`src/rtl/tod_pkg.sv`:
```
package tod_pkg;
  localparam int PERIOD_W = 28;
  localparam int MAG_W    = 3;

  typedef enum logic [2:0] {
    A_CTRL      = 3'd0,
    A_LOAD_LO   = 3'd1,
    A_LOAD_HI   = 3'd2,
    A_DRIFT_CFG = 3'd3,
    A_DRIFT_RST = 3'd4,
    A_TIME_LO   = 3'd5,
    A_TIME_HI   = 3'd6
  } reg_addr_e;

  localparam logic [31:0] CMD_PAUSE  = 32'd2;
  localparam logic [31:0] CMD_RESUME = 32'd4;

  typedef struct packed {
    logic                dir;     // 1: subtract
    logic [MAG_W-1:0]    mag;
    logic [PERIOD_W-1:0] period;
  } drift_cfg_t;
endpackage

```
`src/rtl/tod_regs.sv`:
```
module tod_regs
  import tod_pkg::*;
#(
  parameter int DATA_W = 32,
  localparam int TIME_W = 2 * DATA_W
) (
  input  logic              clk_i,
  input  logic              rst_ni,
  input  logic              wr_en_i,
  input  logic [2:0]        wr_addr_i,
  input  logic [DATA_W-1:0] wr_data_i,
  input  logic              rd_en_i,
  input  logic [2:0]        rd_addr_i,
  input  logic [TIME_W-1:0] time_i,
  output logic              running_o,
  output drift_cfg_t        cfg_o,
  output logic              drift_rst_o,
  output logic              load_lo_we_o,
  output logic              load_hi_we_o,
  output logic [DATA_W-1:0] load_data_o,
  output logic [DATA_W-1:0] rd_data_o
);
  logic              running_q;
  drift_cfg_t        cfg_q;
  logic              drift_rst_q;
  logic [DATA_W-1:0] shadow_q;
  logic [DATA_W-1:0] rd_data_q;

  always_ff @(posedge clk_i or negedge rst_ni) begin
    if (!rst_ni) begin
      running_q   <= 1'b1;
      cfg_q       <= '0;
      drift_rst_q <= 1'b0;
    end else if (wr_en_i) begin
      unique case (wr_addr_i)
        A_CTRL: begin
          if (wr_data_i == CMD_PAUSE)       running_q <= 1'b0;
          else if (wr_data_i == CMD_RESUME) running_q <= 1'b1;
        end
        A_DRIFT_CFG: cfg_q       <= drift_cfg_t'(wr_data_i);
        A_DRIFT_RST: drift_rst_q <= wr_data_i[0];
        default: ;
      endcase
    end
  end

  always_ff @(posedge clk_i or negedge rst_ni) begin
    if (!rst_ni) begin
      shadow_q  <= '0;
      rd_data_q <= '0;
    end else if (rd_en_i) begin
      unique case (rd_addr_i)
        A_CTRL:      rd_data_q <= DATA_W'(running_q);
        A_DRIFT_CFG: rd_data_q <= DATA_W'(cfg_q);
        A_DRIFT_RST: rd_data_q <= DATA_W'(drift_rst_q);
        A_TIME_LO: begin
          rd_data_q <= time_i[DATA_W-1:0];
          shadow_q  <= time_i[TIME_W-1:DATA_W];
        end
        A_TIME_HI:   rd_data_q <= shadow_q;
        default:     rd_data_q <= '0;
      endcase
    end
  end

  assign running_o    = running_q;
  assign cfg_o        = cfg_q;
  assign drift_rst_o  = drift_rst_q;
  assign load_lo_we_o = wr_en_i && (wr_addr_i == A_LOAD_LO);
  assign load_hi_we_o = wr_en_i && (wr_addr_i == A_LOAD_HI);
  assign load_data_o  = wr_data_i;
  assign rd_data_o    = rd_data_q;

  p_pause_r3: assert property (@(posedge clk_i) disable iff (!rst_ni)
    (wr_en_i && wr_addr_i == A_CTRL && wr_data_i == CMD_PAUSE) |=> !running_o);
  p_resume_r3: assert property (@(posedge clk_i) disable iff (!rst_ni)
    (wr_en_i && wr_addr_i == A_CTRL && wr_data_i == CMD_RESUME) |=> running_o);
  p_shadow_r8: assert property (@(posedge clk_i) disable iff (!rst_ni)
    (rd_en_i && rd_addr_i == A_TIME_LO) |=> shadow_q == $past(time_i[TIME_W-1:DATA_W]));
endmodule

```
`src/rtl/tod_drift.sv`:
```
module tod_drift
  import tod_pkg::*;
#(
  parameter int TICK_NS = 16,
  parameter int STEP_W  = 8
) (
  input  logic              clk_i,
  input  logic              rst_ni,
  input  logic              adv_i,
  input  drift_cfg_t        cfg_i,
  input  logic              drift_rst_i,
  output logic [STEP_W-1:0] step_o
);
  localparam logic [STEP_W-1:0] BASE = STEP_W'(TICK_NS);

  logic [PERIOD_W-1:0] cnt_q;
  logic                en;
  logic                boundary;

  assign en       = !drift_rst_i && (cfg_i.period != '0);
  assign boundary = en && (cnt_q >= cfg_i.period - PERIOD_W'(1));

  always_ff @(posedge clk_i or negedge rst_ni) begin
    if (!rst_ni)                cnt_q <= '0;
    else if (!en)               cnt_q <= '0;
    else if (adv_i) cnt_q <= boundary ? '0 : cnt_q + PERIOD_W'(1);
  end

  always_comb begin
    step_o = BASE;
    if (boundary) begin
      if (cfg_i.dir) step_o = BASE - STEP_W'(cfg_i.mag);
      else           step_o = BASE + STEP_W'(cfg_i.mag);
    end
  end

  p_cnt_held_r7: assert property (@(posedge clk_i) disable iff (!rst_ni)
    drift_rst_i |=> cnt_q == '0);
  p_no_corr_rst_r7: assert property (@(posedge clk_i) disable iff (!rst_ni)
    drift_rst_i |-> step_o == BASE);
  p_no_corr_zero_r6: assert property (@(posedge clk_i) disable iff (!rst_ni)
    (cfg_i.period == '0) |-> step_o == BASE);
endmodule

```
`src/rtl/tod_time.sv`:
```
module tod_time #(
  parameter int DATA_W  = 32,
  parameter int STEP_W  = 8,
  parameter int TICK_NS = 16,
  localparam int TIME_W = 2 * DATA_W
) (
  input  logic              clk_i,
  input  logic              rst_ni,
  input  logic              adv_i,
  input  logic              running_i,
  input  logic [STEP_W-1:0] step_i,
  input  logic              load_lo_we_i,
  input  logic              load_hi_we_i,
  input  logic [DATA_W-1:0] load_data_i,
  output logic [TIME_W-1:0] time_o
);
  logic [TIME_W-1:0] time_q;

  always_ff @(posedge clk_i or negedge rst_ni) begin
    if (!rst_ni) begin
      time_q <= '0;
    end else if (!running_i) begin
      if (load_lo_we_i) time_q[DATA_W-1:0]      <= load_data_i;
      if (load_hi_we_i) time_q[TIME_W-1:DATA_W] <= load_data_i;
    end else if (adv_i) begin
      time_q <= time_q + TIME_W'(step_i);
    end
  end

  assign time_o = time_q;

  p_hold_r3: assert property (@(posedge clk_i) disable iff (!rst_ni)
    (!running_i && !load_lo_we_i && !load_hi_we_i) |=> $stable(time_q));
  p_no_load_run_r4: assert property (@(posedge clk_i) disable iff (!rst_ni)
    (running_i && !adv_i) |=> $stable(time_q));
  p_step_range_r5: assert property (@(posedge clk_i) disable iff (!rst_ni)
    (running_i && adv_i) |=>
      ((time_q - $past(time_q)) >= TIME_W'(TICK_NS - 7)) &&
      ((time_q - $past(time_q)) <= TIME_W'(TICK_NS + 7)));
endmodule

```
`src/rtl/tod_drift_counter.sv`:
```
module tod_drift_counter
  import tod_pkg::*;
#(
  parameter int DATA_W  = 32,
  parameter int TICK_NS = 16,
  parameter int STEP_W  = 8,
  localparam int TIME_W = 2 * DATA_W
) (
  input  logic              clk_i,
  input  logic              rst_ni,
  input  logic              tick_i,
  input  logic              wr_en_i,
  input  logic [2:0]        wr_addr_i,
  input  logic [DATA_W-1:0] wr_data_i,
  input  logic              rd_en_i,
  input  logic [2:0]        rd_addr_i,
  output logic [DATA_W-1:0] rd_data_o
);
  logic              running;
  drift_cfg_t        cfg;
  logic              drift_rst;
  logic              load_lo_we, load_hi_we;
  logic [DATA_W-1:0] load_data;
  logic [TIME_W-1:0] time_val;
  logic [STEP_W-1:0] step;
  logic              adv;

  assign adv = tick_i && running;

  tod_regs #(.DATA_W(DATA_W)) u_regs (
    .clk_i, .rst_ni, .wr_en_i, .wr_addr_i, .wr_data_i, .rd_en_i, .rd_addr_i,
    .time_i(time_val), .running_o(running), .cfg_o(cfg), .drift_rst_o(drift_rst),
    .load_lo_we_o(load_lo_we), .load_hi_we_o(load_hi_we),
    .load_data_o(load_data), .rd_data_o
  );

  tod_drift #(.TICK_NS(TICK_NS), .STEP_W(STEP_W)) u_drift (
    .clk_i, .rst_ni, .adv_i(adv), .cfg_i(cfg), .drift_rst_i(drift_rst),
    .step_o(step)
  );

  tod_time #(.DATA_W(DATA_W), .STEP_W(STEP_W), .TICK_NS(TICK_NS)) u_time (
    .clk_i, .rst_ni, .adv_i(adv), .running_i(running), .step_i(step),
    .load_lo_we_i(load_lo_we), .load_hi_we_i(load_hi_we),
    .load_data_i(load_data), .time_o(time_val)
  );

  p_plain_tick_r2: assert property (@(posedge clk_i) disable iff (!rst_ni)
    (adv && (drift_rst || cfg.period == '0)) |=>
      time_val == $past(time_val) + TIME_W'(TICK_NS));
endmodule

```
`config.mk`:
```
export PLATFORM = sky130hd
export DESIGN_NAME = tod_drift_counter
export DESIGN_NICKNAME = d
export VERILOG_FILES = /design/src/rtl/tod_pkg.sv /design/src/rtl/tod_regs.sv /design/src/rtl/tod_drift.sv /design/src/rtl/tod_time.sv /design/src/rtl/tod_drift_counter.sv
export SDC_FILE = /design/constraint.sdc
export NUM_CORES = 1
export LEC_CHECK = 0
export BUFFER_PORTS_ARGS = -buffer_cell sky130_fd_sc_hd__buf_2
export CORE_ASPECT_RATIO = 0.6
export CORE_MARGIN = 2
export CORE_UTILIZATION = 50
export CTS_CLUSTER_DIAMETER = 40
export DETAILED_ROUTE_END_ITERATION = 7
export PLACE_DENSITY_LB_ADDON = 0.2
export SYNTH_ARGS = -nofsm -noshare
export SYNTH_HDL_FRONTEND = slang
export SYNTH_HIERARCHICAL = 1
export SYNTH_SLANG_ARGS = --single-unit
```
`constraint.sdc`:
```
create_clock -name clk_i -period 7.49 [get_ports clk_i]
set_input_delay 1.498 -clock clk_i [delete_from_list [all_inputs] [get_ports clk_i]]
set_output_delay 1.498 -clock clk_i [all_outputs]
set_load 0.02 [all_outputs]
```
==> flow_metrics.env <==
export IMPL_status="finished, final reports clean"
export IMPL_vias=11300
export IMPL_core_rowCount=44
export IMPL_r2r_start="u_regs/cfg_o[5]"
export IMPL_timing_final_crit_period_ps=6960
export IMPL_setup_tns_ps=0
export IMPL_dp_hpwl_mm=29.8
export IMPL_antenna_found_initial=1
export IMPL_min_from="u_regs/shadow_q[7]"
export IMPL_p_sw_mw=1.21
export IMPL_setup_worst_path_start="u_regs/cfg_o[5]"
export IMPL_grt_setup_unrepaired="no"
export IMPL_grt_max_degree=120
export IMPL_routedWlPerCell_um=24.4
export IMPL_cp_required_ps=7830
export IMPL_grt_use_total=0.317
export IMPL_hold_buffers=0
export IMPL_synth_edf_count=0
export IMPL_avgViaCountPerCell=6.65
export IMPL_maxSlewViolCount=0
export IMPL_cts_sinks=190
export IMPL_placedCellCount=1668
export IMPL_path_cells="or4_4, or4_4, or3_4, nor4_4, nand3b_2, xor2_1, ha_1, nand4_1, nor2_1, nand2_1, a311o_1, and2_1, or4b_2, ha_1, a21oi_1, o211ai_1, o21ai_1, nor4_1, and3_1, a221o_1"
export IMPL_skew_ps=13.7
export IMPL_cpPeakStageDelay_ps=750
export IMPL_grt_pass1_vias=10200
export IMPL_syn_inst=1355
export IMPL_nNetsFinal=1449
export IMPL_instances_no_fill=1699
export IMPL_maxCapViolCount=0
export IMPL_async_flop_share=1.00
export IMPL_worst_slew_pin_slew_ps=1130
export IMPL_h_tree_depth=4
export IMPL_grt_pass1_wl_mm=63.3
export IMPL_drive_above_1_share=0.164
export IMPL_hold_violations=0
export IMPL_finalCritPeriodShare=0.929
export IMPL_worstPathMaxFanout=10
export IMPL_max_freq_ghz=0.144
export IMPL_cts_tree="built"
export IMPL_worstPathArrival_ps=7300
export IMPL_first_pass_iters=6
export IMPL_cts_buffers=17
export IMPL_setup_viol=0
export IMPL_seq_area_frac_synth=0.384
export IMPL_io_buffers=74
export IMPL_grt_ovfl_total=0
export IMPL_max_vdd_ir_drop_mv=0.137
export IMPL_cp_top_family="simple AND/OR/NAND/NOR gates"
export IMPL_final_antenna_net_count=0
export IMPL_cts_max_path_buffers=2
export IMPL_nFillCells=2195
export IMPL_leakagePower_nw=5.47
export IMPL_p_clk_frac=0.293
export IMPL_syn2layout_area_growth_pct=8.38
export IMPL_path_clk_slew_ps=70
export IMPL_worst_path_buf_inv=0
export IMPL_crit_slowest_cell="o21ai_1"
export IMPL_syn_cell_area_mm2=0.0124
export IMPL_insertion_delay_ps=460
export IMPL_avgSynthCellArea_um2=9.14
export IMPL_yosysWarnings=6
export IMPL_initial_core_util=0.510
export IMPL_pin_count=75
export IMPL_powerDensity_mw_per_mm2=257
export IMPL_drc_errors=0
export IMPL_synth_cell_types=83
export IMPL_whs_ps=517
export IMPL_seq_area_mm2=0.00476
export IMPL_power_frac_seq=0.455
export IMPL_post_cts_buffers=0
export IMPL_holdCritPathClass="reg2reg"
export IMPL_root_buffer="clkbuf_16"
export IMPL_critPathCaptureType="flip-flop"
export IMPL_critPathLaunchType="flip-flop"
export IMPL_ys_ff_latch=190
export IMPL_swShare=0.350
export IMPL_slew_headroom=0.242
export IMPL_gp_congestion=0.985
export IMPL_routed_wl_mm=41.5
export IMPL_design_die_area_mm2=0.0261
export IMPL_ys_flop_type="dfrtp_1"
export IMPL_die_height_um=126
export IMPL_path_class="reg2reg"
export IMPL_cts_resized=0
export IMPL_core_area_mm2=0.0243
export IMPL_die_w_um=207
export IMPL_pwr_share_comb=0.251
export IMPL_diodes=0
export IMPL_p_int_mw=2.24
export IMPL_multi_input_area_mm2=0.00686
export IMPL_drtIter0Drc=1793
==> synth_stat cells (5+ instances only) <==
cell type,count,share of area
o22ai_1,44,0.022
o21ai_0,34,0.014
mux2i_1,10,0.0081
buf_2,18,0.0073
dfrtp_1,189,0.38
nand4_1,35,0.018
a2bb2oi_1,7,0.0049
nor3_1,55,0.022
or3_1,13,0.0066
nand3_1,64,0.026
nor2b_1,19,0.0096
and4_1,5,0.0035
nand2_1,122,0.037
nor4_1,31,0.016
mux2_4,30,0.036
and3_1,19,0.0096
a21oi_1,74,0.030
a22o_1,31,0.022
a211oi_1,14,0.0085
clkbuf_1,50,0.015
a311oi_1,12,0.0085
o22a_1,5,0.0035
o41ai_1,5,0.0035
o211ai_1,15,0.0091
a221o_1,5,0.0040
o21a_1,5,0.0030
inv_1,52,0.016
o32ai_1,10,0.0071
xnor2_1,20,0.014
a22oi_1,33,0.020
ha_1,40,0.040
nor2_1,79,0.024
mux2_2,35,0.032
a31oi_1,22,0.011
a21o_1,8,0.0048
and2_1,9,0.0045
xor2_1,15,0.011
buf_4,36,0.022
o31a_1,5,0.0035
or4_1,7,0.0042
==> power by group through the flow <==
stage,combinational [mW],sequential (mW),clock [mW]
after floorplan,0.630,1.48,0
after global placement,0.830,1.57,0
after detailed placement,0.846,1.57,0
after CTS,0.852,1.56,1.02
after global routing,0.955,1.60,1.07
final,0.867,1.57,1.01
==> layout make-up <==
type	count	share of cell area
multi-input combinational	1003	0.511
clock inverter	12	0.0144
inverter	53	0.0148
sequential	190	0.354
clock buffer	19	0.0330
timing repair buffer	100	0.0428
tap	322	0.0300
==> flip-flops by register name, summed over array words and instances, names as in the netlist <==
name                flops
u_regs/cfg_o           32
u_regs/shadow_q        32
u_regs/drift_rst_o      1
u_time/time_o          64
u_drift/cnt_q          28
u_regs/running_o        1
u_regs/rd_data_o       32
==> metrics by stage <==
step / setup WS, ps / cell area [um2] / total power, mW / util
floorplan: 1550 / 12400 / 2.11 / -
global placement: 926 / 12800 / 2.40 / 0.527
detailed placement: 695 / 12800 / 2.42 / 0.527
CTS: 670 / 13400 / 3.43 / 0.553
global route: 241 / 13400 / 3.62 / 0.553
finish: 530 / 13400 / 3.45 / 0.553
==> layer usage <==
layer | GRT usage | routed length (um) | up-vias
li1 | - | - | 5080
met1 | 0.498 | 19600 | 5520
met2 | 0.398 | 15900 | 640
met3 | 0.112 | 5230 | 60
met4 | 0.0878 | 732 | 0
met5 | 0 | 0 | -
==> worst paths after layout <==
| check | end | slack [ps] | cells after the start |
|---|---|---|---|
| worst max-delay path | u_time/time_o[61] | 530 | 20 |
| worst min-delay path | u_regs/shadow_q[7] | 520 | 1 |
| worst max register to register | u_time/time_o[61] | 530 | 20 |
| worst min register to register | u_regs/shadow_q[7] | 520 | 1 |
| max in group asynchronous | u_regs/shadow_q[10] | 4760 | 2 |
| min in group asynchronous | u_regs/rd_data_o[18] | 1200 | 1 |
==> cell usage in the layout (no fill, tap or decap), types with 17 or more instances in the layout <==
master,synthesis,routed
mux2_4,30,30
nor4_1,31,31
a22oi_1,33,33
buf_4,36,26
a21oi_1,74,74
dfrtp_1,189,189
inv_1,52,52
clkbuf_16,0,17
a31oi_1,22,22
nor2_1,79,77
nand2_1,122,122
and3_1,19,19
nand4_1,35,35
nor2b_1,19,17
nand3_1,64,64
o21ai_0,34,34
nor3_1,55,54
a22o_1,31,31
xnor2_1,20,20
mux2_2,35,35
ha_1,40,40
o22ai_1,44,44
buf_2,18,73
==> worst register-to-register path, cell delays in order, from the launching register on <==
cell	delay, ps
dfrtp_1	430
or4_4	580
or4_4	470
or3_4	400
nor4_4	400
nand3b_2	150
xor2_1	170
ha_1	300
nand4_1	120
nor2_1	240
nand2_1	90
a311o_1	290
and2_1	210
or4b_2	690
ha_1	400
a21oi_1	210
o211ai_1	190
o21ai_1	750
nor4_1	240
and3_1	250
a221o_1	280
==> kinds of logic after synthesis <==
group | count (synthesis) | synth area share
buf+inv | 164 | 0.0642
fa+ha+maj | 41 | 0.0420
compound gates | 355 | 0.198
simple gates | 492 | 0.208
xor+xnor | 35 | 0.0247
flops | 190 | 0.384
other cells | 1 | 0.000303
mux | 77 | 0.0781
(Power assumes the default switching activity.)
